==> src/rtl/pps_mon_pkg.sv <==
package pps_mon_pkg;

  // Status word bit positions; host software decodes these positions.
  localparam int ST_PEND_BIT = 0;
  localparam int ST_TRIG_BIT = 1;
  localparam int ST_RSVD_BIT = 2;
  localparam int ST_BAD_BIT  = 3;
  localparam int ST_W        = 4;

  typedef struct packed {
    logic period_bad;   // bit 3
    logic reserved;     // bit 2
    logic trig_wait;    // bit 1
    logic pulse_pend;   // bit 0
  } pps_status_t;

endpackage

==> src/rtl/pps_edge_sync.sv <==
module pps_edge_sync #(
  parameter int STAGES = 2
) (
  input  logic clk,
  input  logic rst_n,
  input  logic pulse_async,
  output logic rise_o
);

  logic [STAGES-1:0] chain_q;
  logic              last_q;

  // Synchroniser chain; the stage count is a parameter.
  for (genvar g = 0; g < STAGES; g++) begin : g_stage
    if (g == 0) begin : g_first
      always_ff @(posedge clk) begin
        if (!rst_n) chain_q[g] <= 1'b0;
        else        chain_q[g] <= pulse_async;
      end
    end else begin : g_rest
      always_ff @(posedge clk) begin
        if (!rst_n) chain_q[g] <= 1'b0;
        else        chain_q[g] <= chain_q[g-1];
      end
    end
  end

  // Registered copy of the synchronised level, used for edge detection.
  always_ff @(posedge clk) begin
    if (!rst_n) last_q <= 1'b0;
    else        last_q <= chain_q[STAGES-1];
  end

  assign rise_o = chain_q[STAGES-1] & ~last_q;

endmodule

==> src/rtl/pps_interval_check.sv <==
module pps_interval_check #(
  parameter int          CNT_W   = 32,
  parameter int unsigned NOMINAL = 41666666,
  parameter int unsigned TOL     = 50
) (
  input  logic             clk,
  input  logic             rst_n,
  input  logic [CNT_W-1:0] tick_i,
  input  logic             capture_i,
  output logic             armed_o,
  output logic [CNT_W-1:0] stamp_o,
  output logic [CNT_W-1:0] period_o,
  output logic             bad_o
);

  localparam logic [CNT_W-1:0] HI_LIM = CNT_W'(NOMINAL + TOL);
  localparam logic [CNT_W-1:0] LO_LIM = (TOL > NOMINAL) ? '0 : CNT_W'(NOMINAL - TOL);

  logic [CNT_W-1:0] stamp_q, period_q, elapsed;
  logic             armed_q, bad_q, out_band, overdue;

  // One subtractor serves both the capture evaluation and the overdue watch.
  assign elapsed  = tick_i - stamp_q;
  assign out_band = (elapsed > HI_LIM) || (elapsed < LO_LIM);
  assign overdue  = armed_q && (elapsed > HI_LIM);

  always_ff @(posedge clk) begin
    if (!rst_n) begin
      stamp_q  <= '0;
      period_q <= '0;
      armed_q  <= 1'b0;
      bad_q    <= 1'b0;
    end else if (capture_i) begin
      stamp_q <= tick_i;
      armed_q <= 1'b1;
      if (armed_q) begin
        period_q <= elapsed;
        bad_q    <= out_band;
      end
    end else if (overdue) begin
      bad_q <= 1'b1;
    end
  end

  assign armed_o  = armed_q;
  assign stamp_o  = stamp_q;
  assign period_o = period_q;
  assign bad_o    = bad_q;

endmodule

==> src/rtl/pps_pend_flag.sv <==
module pps_pend_flag (
  input  logic clk,
  input  logic rst_n,
  input  logic set_i,
  input  logic ack_i,
  output logic flag_o
);

  logic flag_q;

  // A capture wins over a simultaneous acknowledge.
  always_ff @(posedge clk) begin
    if (!rst_n)     flag_q <= 1'b0;
    else if (set_i) flag_q <= 1'b1;
    else if (ack_i) flag_q <= 1'b0;
  end

  assign flag_o = flag_q;

endmodule

==> src/rtl/pps_period_monitor.sv <==
module pps_period_monitor
  import pps_mon_pkg::*;
#(
  parameter int          CNT_W       = 32,
  parameter int unsigned NOMINAL     = 41666666,
  parameter int unsigned TOL         = 50,
  parameter int          SYNC_STAGES = 2
) (
  input  logic             clk,
  input  logic             rst_n,
  input  logic             pps_i,
  input  logic [CNT_W-1:0] tick_cnt_i,
  input  logic             ack_i,
  input  logic             trig_pending_i,
  output logic [CNT_W-1:0] pps_count_o,
  output logic [CNT_W-1:0] period_o,
  output logic [ST_W-1:0]  status_o
);

  logic        latch_evt;
  logic        armed;
  logic        bad;
  logic        pend;
  logic        trig_q;
  pps_status_t status;

  pps_edge_sync #(.STAGES(SYNC_STAGES)) u_sync (
    .clk         (clk),
    .rst_n       (rst_n),
    .pulse_async (pps_i),
    .rise_o      (latch_evt)
  );

  pps_interval_check #(
    .CNT_W   (CNT_W),
    .NOMINAL (NOMINAL),
    .TOL     (TOL)
  ) u_check (
    .clk       (clk),
    .rst_n     (rst_n),
    .tick_i    (tick_cnt_i),
    .capture_i (latch_evt),
    .armed_o   (armed),
    .stamp_o   (pps_count_o),
    .period_o  (period_o),
    .bad_o     (bad)
  );

  pps_pend_flag u_pend (
    .clk    (clk),
    .rst_n  (rst_n),
    .set_i  (latch_evt),
    .ack_i  (ack_i),
    .flag_o (pend)
  );

  always_ff @(posedge clk) begin
    if (!rst_n) trig_q <= 1'b0;
    else        trig_q <= trig_pending_i;
  end

  always_comb begin
    status            = '0;
    status.pulse_pend = pend;
    status.trig_wait  = trig_q;
    status.reserved   = 1'b0;
    status.period_bad = bad;
  end

  assign status_o = status;

endmodule

==> config.mk <==
export PLATFORM = sky130hd
export DESIGN_NAME = pps_period_monitor
export DESIGN_NICKNAME = d
export VERILOG_FILES = /design/src/rtl/pps_mon_pkg.sv /design/src/rtl/pps_edge_sync.sv /design/src/rtl/pps_interval_check.sv /design/src/rtl/pps_pend_flag.sv /design/src/rtl/pps_period_monitor.sv
export SDC_FILE = /design/constraint.sdc
export NUM_CORES = 1
export LEC_CHECK = 0
export BUFFER_PORTS_ARGS = -buffer_cell sky130_fd_sc_hd__buf_2
export CAP_MARGIN = 10
export CORE_MARGIN = 2
export CORE_UTILIZATION = 25
export CTS_CLUSTER_SIZE = 28
export DETAILED_ROUTE_END_ITERATION = 10
export GPL_TIMING_DRIVEN = 0
export RECOVER_POWER = 25
export SLEW_MARGIN = 30
export SYNTH_ARGS = -nofsm -noshare
export SYNTH_HDL_FRONTEND = slang
export SYNTH_SLANG_ARGS = --single-unit
==> constraint.sdc <==
create_clock -name clk -period 6.95 [get_ports clk]
set_input_delay 0.695 -clock clk [delete_from_list [all_inputs] [get_ports clk]]
set_output_delay 0.695 -clock clk [all_outputs]
set_load 0.02 [all_outputs]
# Word level (Yosys, flattened, before mapping)
# Cells that the tools add are included.
word_totals:
  regBits: 71
  input_bits: 37
  out_inout_bits: 68
  elab_cells: 26
op_classes:
  addsub: 1
  magnitude_cmp: 2
  n_eq_ne: 1
  mux: 5
  bitwise_logic: 2
  n_reduce_logical: 6
ops:
  columns: ["cell", "n"]
  rows:
  - ["32-bit by 26-bit > comparator with 1-bit output (second input constant)", 1]
  - ["32-bit by 26-bit less-than comparator with 1-bit output (second input constant)", 1]
  - ["32-bit subtractor", 1]
  - ["1-bit two-way mux", 5]
  - ["2-bit AND reduction", 2]
  - ["2-bit nonzero test", 2]
  - ["2-bit by 1-bit != test with 1-bit output (second input constant)", 1]
  - ["1-bit AND", 1]
  - ["1-bit logical AND", 1]
  - ["1-bit logical OR", 1]
  - ["1-bit inverter", 1]

# Longest topological paths before layout
# Gate-level depths: netlist of the first run.
logic_depth:
  ltp_word: 5
  mapped_depth: 13
  mapped_depth_nobuf: 13

# Hierarchy
# From an unflattened synthesis of the first run, not the netlist that was laid out.
hier_totals:
  hier_cells: 587
  hier_area_um2: 4860.9
modules_own_cells:
  columns: ["module", "n_inst", "cells_each", "area_each_um2", "seq_area_each_um2"]
  rows:
  - ["pps_interval_check", 1, 570, 4667.0, 1321.3]
  - ["pps_edge_sync", 1, 7, 92.6, 60.1]
  - ["pps_period_monitor", 1, 7, 60.1, 20.0]
  - ["pps_pend_flag", 1, 3, 41.3, 20.0]

# Worst setup path after synthesis of the first run
# Ideal clock, no wire load.
synth_path:
  path_type: "input -> register"
  start: "in tick_cnt_i[0]"
  end: "reg u_check.bad_q, in the netlist u_check.bad_o"
  setup_ps: 128
  arrival_time_ps: 3215
  required_time_ps: 6822
  slack_ps: 3607
  stages: 13
  n_path_buf: 0
  cell_sequence: "inv_1 > ha_1 > fa_1 > nand2b_1 > a211oi_1 > o211ai_1 > nand3_1 > a31oi_1 > or3b_4 > nor3_2 > a31oi_1 > a2111oi_2 > a31oi_1"
synth_via:
  elab_chain_len: 5
  elab_cells_between_ends: 9
  cone_classes: "add/sub (1); order compare (2); mux (2); reduce/logical (4)"
synth_rtl:
  columns: ["element", "line", "source"]
  rows:
  - ["from (decl)", "pps_period_monitor.sv:12", "input logic [CNT_W-1:0] tick_cnt_i,"]
  - ["32-bit subtractor *", "pps_interval_check.sv:23", "assign elapsed = tick_i - stamp_q;"]
  - ["32-bit by 26-bit > comparator with 1-bit output / 32-bit by 26-bit less-than comparator with 1-bit output (equally long branches)", "pps_interval_check.sv:24, pps_interval_check.sv:25", null]
  - ["1-bit logical OR / 1-bit logical AND (equally long branches)", "pps_interval_check.sv:24, pps_interval_check.sv:25", null]
  - ["1-bit two-way mux / 2-bit nonzero test (equally long branches)", null, null]
  - ["1-bit two-way mux / 2-bit AND reduction (equally long branches)", null, null]
  - ["to (signal assigned)", "pps_interval_check.sv:38", "bad_q <= out_band;"]
  - ["to (decl)", "pps_interval_check.sv:20", "logic armed_q, bad_q, out_band, overdue;"]
# Every way passes the cells marked *; elsewhere a longest branch is shown, timed or not. The select of a mux whose other input is x is not followed.
# A chain may end at the register's enable or synchronous reset.

# Worst setup path in the final report of the first run
# Ends and elaborated chain as after synthesis.

==> results of run 1 <==
-- worst register-to-register path, stage by stage, from the launching register on --
cell       delay (ps)
dfxtp_1           330
ha_1              200
fa_1              390
nand2b_1          180
a211oi_1          600
o211ai_1          220
nand3_1           170
a31oi_1           130
or3b_4            410
nor3_2            140
a31oi_1           120
a2111oi_2         350
a31oi_1           120
-- layer usage --
metal	up-vias	GRT usage	wire length [µm]
li1	2295	-	-
met1	2037	0.197	6760
met2	99	0.223	6140
met3	17	0.0338	876
met4	0	0.0505	286
met5	-	0	0
-- cell type report --
class / count / area share
clock inverter: 5 / 0.0144
timing repair buffer: 103 / 0.0837
sequential: 71 / 0.248
tap: 229 / 0.0499
clock buffer: 10 / 0.0416
inverter: 35 / 0.0229
buffer: 36 / 0.0303
multi-input combinational: 459 / 0.509
-- registers in the layout (all words and copies together) (netlist names) --
signal	flops
u_check.stamp_o	32
u_sync.chain_q	2
u_sync.last_q	1
u_check.armed_o	1
u_pend.flag_o	1
u_check.bad_o	1
u_check.period_o	32
trig_q	1
-- cell families (layout without fill, tap and decap cells) --
| logic type | after synthesis | in the layout | synth area share |
|---|---|---|---|
| and+or+nand+nor | 219 | 219 | 0.218 |
| AOI/OAI and AO/OA | 178 | 178 | 0.266 |
| DFF | 71 | 71 | 0.306 |
| buffers and inverters | 71 | 189 | 0.0657 |
| adders and majority gates | 32 | 32 | 0.0877 |
| xor gates and xnor gates | 28 | 28 | 0.0544 |
| other | 1 | 1 | 0.000807 |
| muxes | 1 | 1 | 0.00215 |
-- worst paths after layout --
path	slack (ps)	start	cells after the start	endpoint
worst max-delay path	3320	tick_cnt_i[0]	14	u_check.bad_o
worst min-delay path	440	u_sync.chain_q[0]	1	u_sync.chain_q[1]
worst max register to register	3470	u_check.stamp_o[0]	12	u_check.bad_o
worst min register to register	440	u_sync.chain_q[0]	1	u_sync.chain_q[1]
-- through the flow --
step | util | instance area [µm²] | hold WS, ps | cells | total power, mW
floorplan | - | 4650 | 412 | 601 | 0.622
global placement | 0.301 | 5450 | 418 | 933 | 0.695
detailed placement | 0.301 | 5450 | 426 | 933 | 0.697
CTS | 0.319 | 5770 | 440 | 948 | 1.21
global route | 0.317 | 5740 | 455 | 948 | 1.26
finish | 0.317 | 5740 | 435 | 948 | 1.20
-- placed cells by master, fill, tap and decap left out, types with 9 or more instances in the layout --
master / synthesis / layout
and2_1: 20 / 19
a21oi_1: 28 / 28
a21boi_0: 47 / 47
a31oi_1: 10 / 10
inv_1: 35 / 35
clkbuf_16: 0 / 9
nor2_1: 21 / 21
nand2_1: 129 / 129
buf_2: 7 / 82
clkbuf_1: 23 / 51
xor2_1: 16 / 16
a21o_1: 10 / 10
dfxtp_1: 71 / 71
ha_1: 31 / 31
xnor2_1: 11 / 11
o21ai_0: 27 / 27
-- where the power goes --
group          internal [mW]  switching (mW)
logic                  0.102           0.163
clock network          0.322           0.193
registers              0.417         0.00668
==> impl_results.md, run 1 <==
* Share of cells above drive strength 1 at 0.161
* Worst Setup Start Kind: input pin
* Critical path buffers and inverters at 2
* Final Critical Period at approximately 3600 ps
* GRT overflow at 0
* First-pass GRT wire length at between 20000 and 25000 µm
* Synth top cells by count: nand2_1, dfxtp_1, a21boi_0, inv_1, ha_1
* Routed Antenna Nets at 0
* Row cnt at 49
* Fin crit share at 0.523
* IO Port Bufs at 103
* Final setup vio count at 0
* Synth-to-layout area growth at 23.4%
* Setup tns final at 0 ps
* Post-synthesis cell count at between 600 and 700
* Syn Nets at 670
* Multi-input logic area at 2920 µm²
* # IOs at 105
* Max IR drop VDD at 0.000130 V
* Via density at 4.69
* Hold Crit Class: register to register
* Yosys reg bits at 71
* Post-Route WL at 14100 µm
* Worst slew margin at 0.523
* RSZ-0062 raised after global routing: no
* WL per Instance at 14.8 µm
* DR DRC count at 0
* Iter 0 DRT Violations at between 200 and 250
* Vias in the first global route at 4222
* Area contributors post-synth: dfxtp_1, nand2_1, ha_1
* Core ar. at 18100 µm²
* Final worst slack at 3320 ps
* Gpl congestion at 0.846
* FF/Latch Area at 1420 µm²
* Arrival @ worst endpoint at 3860 ps
* Synth top area share at 0.306
* Clk sinks at 71
* Clk buf depth at 2
* Post-synthesis sequential area ratio at 0.306
* Critical Path Most Common Cell: a31oi_1
* Max Clk Rate at ~280 MHz
* Final Hold Viols at 0
* Htree depth at 3
* Distinct cells, synth at 58
* CP Max Fanout at 4
* Die width at 140 µm
* Layout Skew at ~5.7 ps
* Status: finished clean
* Critical path class: input pin to register
* Async S/R FF share, synth at 0
* Leakage power total at 2.30 nW
* DP Worst Slack at between 3000 and 4000 ps
* Hold buffer count at CTS at 0
* # resized after CTS at 0
* Nets at 784
* PwrDens at approximately 210 nW/µm²
* Die height at 140 µm
* Largest net degree at the start of global routing at 13
* Worst slew pin tran at 712 ps
* Critical Path Max Stage Delay at 600 ps
* Total track usage at 0.144
* CP cell instances: buf_2 > inv_1 > ha_1 > fa_1 > nand2b_1 > a211oi_1 > o211ai_1 > nand3_1 > a31oi_1 > or3b_4 > nor3_2 > a31oi_1 > a2111oi_2 > a31oi_1
* Most frequent cell after synthesis: nand2_1
* CP max stage cell: a211oi_1
* EDFF count, synth at 0
* CTS root buffer: clkbuf_16
* CTS Buf Count at 9
* Syn. warnings at 0
* DRT Pass-1 Iters at 4
* Worst-path clk slew at 60 ps
* Initial antenna violation count at 0
* Max Slew Vio Count at 0
* Crit end category: register
* Filler instances at 1969
* Mapped cell area at 4650 µm²
* Dpl hpwl at between 10000 and 15000 µm
* Delay-heaviest family, CP: compound AO/OA/AOI/OAI gates
* Post-CTS setup buffers at 0
* N_diodes at 0
* Initial Util at 0.257
* TritonCTS clock tree: done
* Total number of vias at 4448
* Max cap viols at 0
* Later-pin clock latency in the skew report at 350 ps
* Leading area contributor after synthesis: dfxtp_1
* Mapped Avg Cell Area at ~7.7 µm²
* Commonest register cell after synthesis: dfxtp_1
* Die area at 19700 µm²
* Req. time, crit path at 7180 ps
No activity file was read; power rests on OpenSTA's default activity.
==> inputs of run 2 (changes only) <==
ABC_AREA = 1   (was not set)
clock period = 3.6 ns   (was 6.95 ns; I/O delays follow)
==> impl_results.md, run 2 <==
* Status: finished clean
* Core ar. at approximately 20000 µm²
* Worst slew pin tran at around 570 ps
* Largest net degree at the start of global routing at 14
* Area contributors post-synth: dfxtp_1, nand2_1, inv_1
* Commonest register cell after synthesis: dfxtp_1
* Synth top area share at 0.273
* Htree depth at 3
* Clk buf depth at 2
* Design Area, Final at 6340 µm²
* Leakage power total at 3.44 nW
* Comb power frac at 0.274
* Share of cells above drive strength 1 at 0.125
* Routed Antenna Nets at 0
* Hold WS at 193 ps
* Post-synthesis cell count at 858
* CP max stage cell: fa_1
* Highest-count cells in the layout ignoring fill and taps: nand2_1, inv_1, buf_2
* GRT overflow at 0
* TritonCTS clock tree: done
* Switching Share at 0.337
* Leading area contributor after synthesis: dfxtp_1
* Syn Nets at 927
* Critical Path Max Stage Delay at 430 ps
* Worst slew margin at 0.618
* Max Slew Vio Count at 0
* Vias in the first global route at 5262
* Placed Cells at ~1200
* CTS Buf Count at 9
* Dpl hpwl at around 13000 µm
* Final Hold Viols at 0
* Initial Util at 0.256
* Max IR drop VDD at 0.000249 V
* Register share of total power at 0.333
* Net Switching at about 0.84 mW
* Synth-to-layout area growth at 21.8%
* Layout Skew at 7.92 ps
* Die height at roughly 150 µm
* Mapped cell area at 5210 µm²
* Non-Filler Instances at 1246
* Mapped Avg Cell Area at 6.07 µm²
* Worst Setup Start Kind: register
* Syn. warnings at 0
* CTS root buffer: clkbuf_16
* PwrDens at 391 nW/µm²
* Critical Path Most Common Cell: nand2_1
* Via density at 4.36
* EDFF count, synth at 0
* Post-CTS setup buffers at 0
* Gpl congestion at 0.864
* N_diodes at 0
* Final setup vio count at 0
* Die area at ~22000 µm²
* RSZ-0062 raised after global routing: no
* # resized after CTS at 0
* Commonest non-fill, non-tap cell in the layout: nand2_1
* Post-synthesis sequential area ratio at 0.273
* Arrival @ worst endpoint at 3090 ps
* Later-pin clock latency in the skew report at around 350 ps
* Initial antenna violation count at 0
* Setup tns final at 0 ps
* Iter 0 DRT Violations at 292
* Async S/R FF share, synth at 0
* Crit end category: register
* First-pass GRT wire length at 26000 µm
* Synth top cells by count: nand2_1, inv_1, dfxtp_1, a21oi_1, o21ai_0
* DRT Pass-1 Iters at 5
* Row cnt at between 50 and 60
* DR DRC count at 0
* Final Critical Period at 2800 ps
* Critical path class: register to register
* Req. time, crit path at 3890 ps
* Hold Crit Class: input pin to register
* Distinct cells, synth at 35
* Yosys reg bits at 71
* IO Port Bufs at slightly above 100
* Power, Total at 2.48 mW
* CP Max Fanout at 5
* Power Internal at 1.64 mW
* # IOs at between 100 and 150
* Clock share of power at 0.393
* Total number of vias at between 5000 and 6000
* Max cap viols at 0
* Total track usage at 0.149
* Max Clk Rate at about 360 MHz
* Dpl cell area at 6060 µm²
* CP cell instances: ha_1 > fa_1 > inv_1 > nand3_1 > nand2_2 > nand2_1 > nand2_1 > nand2_1 > nand2_1 > nand2_1 > nand2_1 > nand2_1 > nor2_2 > nand3_1 > nand2_1 > nand3_1 > nand2_1 > nand2_1 > nand3_1 > nand2_1 > a21oi_2
* Hold buffer count at CTS at 0
* Die width at 148 µm
* Clk sinks at just over 70
* Fin crit share at 0.778
* Worst-path clk slew at roughly 60 ps
* WL per Instance at 12.8 µm
* Post-Route WL at 16000 µm
* Nets at 1040
* Most frequent cell after synthesis: nand2_1
[run 2: cell count changes after synthesis, sizes merged, moves of 15 or more]
cell	before	now
a21oi	32	61
inv	35	182
and2	20	1
o211ai	7	22
nand3	6	40
nand2	129	275
a21boi	47	0
nor2	21	57
o21ai	32	50
[run 2: cells by family after synthesis]
| kind of cell | count (synthesis) | share of synthesized area |
|---|---|---|
| flops | 71 | 0.273 |
| buf+inv | 207 | 0.154 |
| compound gates | 143 | 0.156 |
| other cells | 1 | 0.000720 |
| fa+ha+maj | 32 | 0.0783 |
| xor+xnor | 8 | 0.0134 |
| simple gates | 396 | 0.325 |
[run 2: power by group through the flow]
stage / combinational, mW / sequential, mW / clock (mW)
floorplan: 0.456 / 0.871 / 0
finish: 0.678 / 0.826 / 0.974
CTS: 0.683 / 0.825 / 1.01
global route: 0.778 / 0.829 / 1.04
global placement: 0.674 / 0.842 / 0
detailed placement: 0.679 / 0.843 / 0
[run 2: area by class of cell]
class                           count  area [µm²]
Inverter                          183         687
Timing Repair Buffer              102         473
Clock inverter                      6        93.8
Sequential cell                    71        1420
Clock buffer                       10         229
Tap cell                          270         338
Fill cell                        2307       14000
Buffer                             24         115
Multi-Input combinational cell    580        2990
[run 2: per-stage QoR]
| step | utilization | setup slack, ps |
|---|---|---|
| floorplan | - | 1250 |
| global placement | 0.297 | 672 |
| detailed placement | 0.297 | 652 |
| CTS | 0.313 | 830 |
| global route | 0.312 | 483 |
| finish | 0.312 | 798 |
[run 2: worst paths after layout]
path | startpoint | end | slack [ps] | cells after the start
worst max-delay path | u_check.stamp_o[0] | u_check.bad_o | 800 | 21
worst min-delay path | pps_i | u_sync.chain_q[0] | 190 | 3
worst max register to register | u_check.stamp_o[0] | u_check.bad_o | 800 | 21
worst min register to register | u_sync.chain_q[0] | u_sync.chain_q[1] | 410 | 2
[run 2: per-layer routing]
layer  vias up  wire [µm]  GRT usage
li1       2901          -          -
met1      2380       7880      0.199
met2       138       6760      0.235
met3        18       1100     0.0405
met4         0        266     0.0481
met5         -          0          0
[run 2: worst max-delay path: cells and delay by family, from the launching register on]
kind	cells	cell delay [ps]
buffers and inverters	1	100
AND/OR/NAND/NOR	17	1540
AO/OA/AOI/OAI	1	100
flip-flops	1	330
adder cells (fa/ha/maj)	2	650
==> inputs of run 3 (changes only) <==
clock period = 2.4 ns   (was 3.6 ns; I/O delays follow)
==> impl_results.md, run 3 (synthesized netlist as in run 2, its figures left out) <==
* Status: finished clean
* Arrival @ worst endpoint at 2680 ps
* Worst slew margin at 0.608
* TritonCTS clock tree: done
* Post-Route WL at 16900 µm
* CP cell instances: ha_4 > fa_2 > inv_2 > nand3_4 > nand2_4 > nand2_2 > nand2_2 > nand2_1 > nand2_1 > nand2_1 > nand2_2 > inv_2 > nor2_2 > nand2_1 > nor2_1 > nand3_1 > nand2_1 > nand2_1 > nand3_2 > nand2_2 > a21oi_2
* Crit path to: u_check.bad_o
* Largest net degree at the start of global routing at 14
* Initial antenna violation count at 0
* Total number of vias at 5605
* Max Slew Vio Count at 0
* FF-to-FF End: u_check.bad_o
* WL per Instance at 13.4 µm
* Highest-count cells in the layout ignoring fill and taps: nand2_1, inv_1, buf_2
* Max IR drop VDD at 0.000379 V
* GRT overflow at 0
* Final Critical Period at 2390 ps
* IO Port Bufs at about 100
* CTS root buffer: clkbuf_16
* Layout Skew at 8.65 ps
* Reg-to-Reg Start: u_check.stamp_o[0]
* # IOs at ~110
* Clk sinks at 71
* DP Worst Slack at -428 ps
* Nets at 1054
* Crit end category: register
* DR DRC count at 0
* CTS Buf Count at 9
* Die width at 148 µm
* Critical Path Most Common Cell: nand2_1
* DRT Pass-1 Iters at 4
* Worst Setup Start Kind: register
* PwrDens at 562 nW/µm²
* Total track usage at 0.150
* Final Hold Viols at 0
* RSZ-0062 raised after global routing: yes
* Final setup vio count at 0
* Htree depth at 3
* R2R cell count at 21
* Commonest non-fill, non-tap cell in the layout: nand2_1
* Critical Path Max Stage Delay at 360 ps
* Gpl congestion at 0.864
* Hold Crit Class: input pin to register
* Synth-to-layout area growth at 36.5%
* Initial Util at 0.256
* Via density at 4.45
* Critical Path Start: u_check.stamp_o[0]
* Layout Utilization at 0.349
* Routed Antenna Nets at 0
* Fin crit share at 0.995
* Critical path class: register to register
* Req. time, crit path at 2690 ps
* Leakage power total at 3.61 nW
* Hold WS at about 73 ps
* Worst-path clk slew at about 60 ps
* Row cnt at between 50 and 60
* Later-pin clock latency in the skew report at 350 ps
* Hold buffer count at CTS at 0
* Dpl hpwl at 13300 µm
* CP max stage cell: fa_2
* Die height at 148 µm
* Max Clk Rate at about 420 MHz
* CP Max Fanout at 5
* N_diodes at 0
* Share of cells above drive strength 1 at 0.258
* Max cap viols at 0
* Core ar. at 20400 µm²
* Die area at 22000 µm²
* First-pass GRT wire length at 26100 µm
* Final worst slack at 12.6 ps
* Vias in the first global route at 5276
* Worst slew pin tran at 588 ps
* Clk buf depth at 2
* Reg2reg setup slack at 10 ps
* Iter 0 DRT Violations at 302
run 3: changes by cell type in the layout (fill, tap and decap cells not counted), moves of 14 or more:
cell | previous run | this run
nand2_1 | 265 | 215
nand2_2 | 10 | 49
ha_1 | 31 | 11
ha_4 | 0 | 20
nor2_1 | 46 | 31
buf_4 | 4 | 18
run 3: what timing repair did:
action / 4_1_cts / 5_1_grt
pin swaps: 8 / 37
resized for setup: 34 / 130
setup endpoints to repair: 30 / 12
setup buffers: 4 / 10
run 3: layout make-up:
| class | count | area [µm²] |
|---|---|---|
| clock buffers | 10 | 229 |
| plain buffers | 24 | 116 |
| repair buffers | 116 | 581 |
| inverters | 183 | 688 |
| multi-input cells | 580 | 3640 |
| flip-flops and latches | 71 | 1430 |
| clock inverters | 6 | 93.8 |
| well taps | 270 | 338 |
| fillers | 2232 | 13300 |
run 3: worst max-delay path, delay by kind of cell, from the launching register on:
kind | cells | cell delay [ps]
fa+ha+maj | 2 | 520
buf+inv | 2 | 150
flops | 1 | 330
simple gates | 16 | 1200
compound gates | 1 | 100
run 3: per-stage QoR:
| stage | power, mW | area [µm²] | TNS [ps] | instances |
|---|---|---|---|---|
| floorplan | 1.99 | 5210 | 0 | 858 |
| global placement | 2.27 | 6060 | -5040 | 1230 |
| detailed placement | 2.28 | 6060 | -5820 | 1230 |
| CTS | 3.82 | 6540 | -91.5 | 1250 |
| global route | 4.24 | 7110 | -219 | 1260 |
| finish | 3.99 | 7110 | 0 | 1260 |
run 3: layer usage:
layer	vias up	global-route usage	routed length, µm
met1	2546	0.199	8140
li1	2921	-	-
met2	121	0.238	7520
met3	17	0.0399	961
met5	-	0	0
met4	0	0.0476	266
run 3: worst min-delay path by stage:
stage                           start  cells past startpoint                end
floorplan              trig_pending_i                      2             trig_q
global placement    u_sync.chain_q[0]                      2  u_sync.chain_q[1]
detailed placement  u_sync.chain_q[0]                      2  u_sync.chain_q[1]
CTS                             pps_i                      3  u_sync.chain_q[0]
global route                    pps_i                      3  u_sync.chain_q[0]
finish                          pps_i                      3  u_sync.chain_q[0]
run 3: power breakdown:
group	switching [mW]	internal, mW	total [mW]
Combinational	0.821	0.466	1.29
Sequential	0.0199	1.22	1.24
Clock	0.550	0.917	1.47
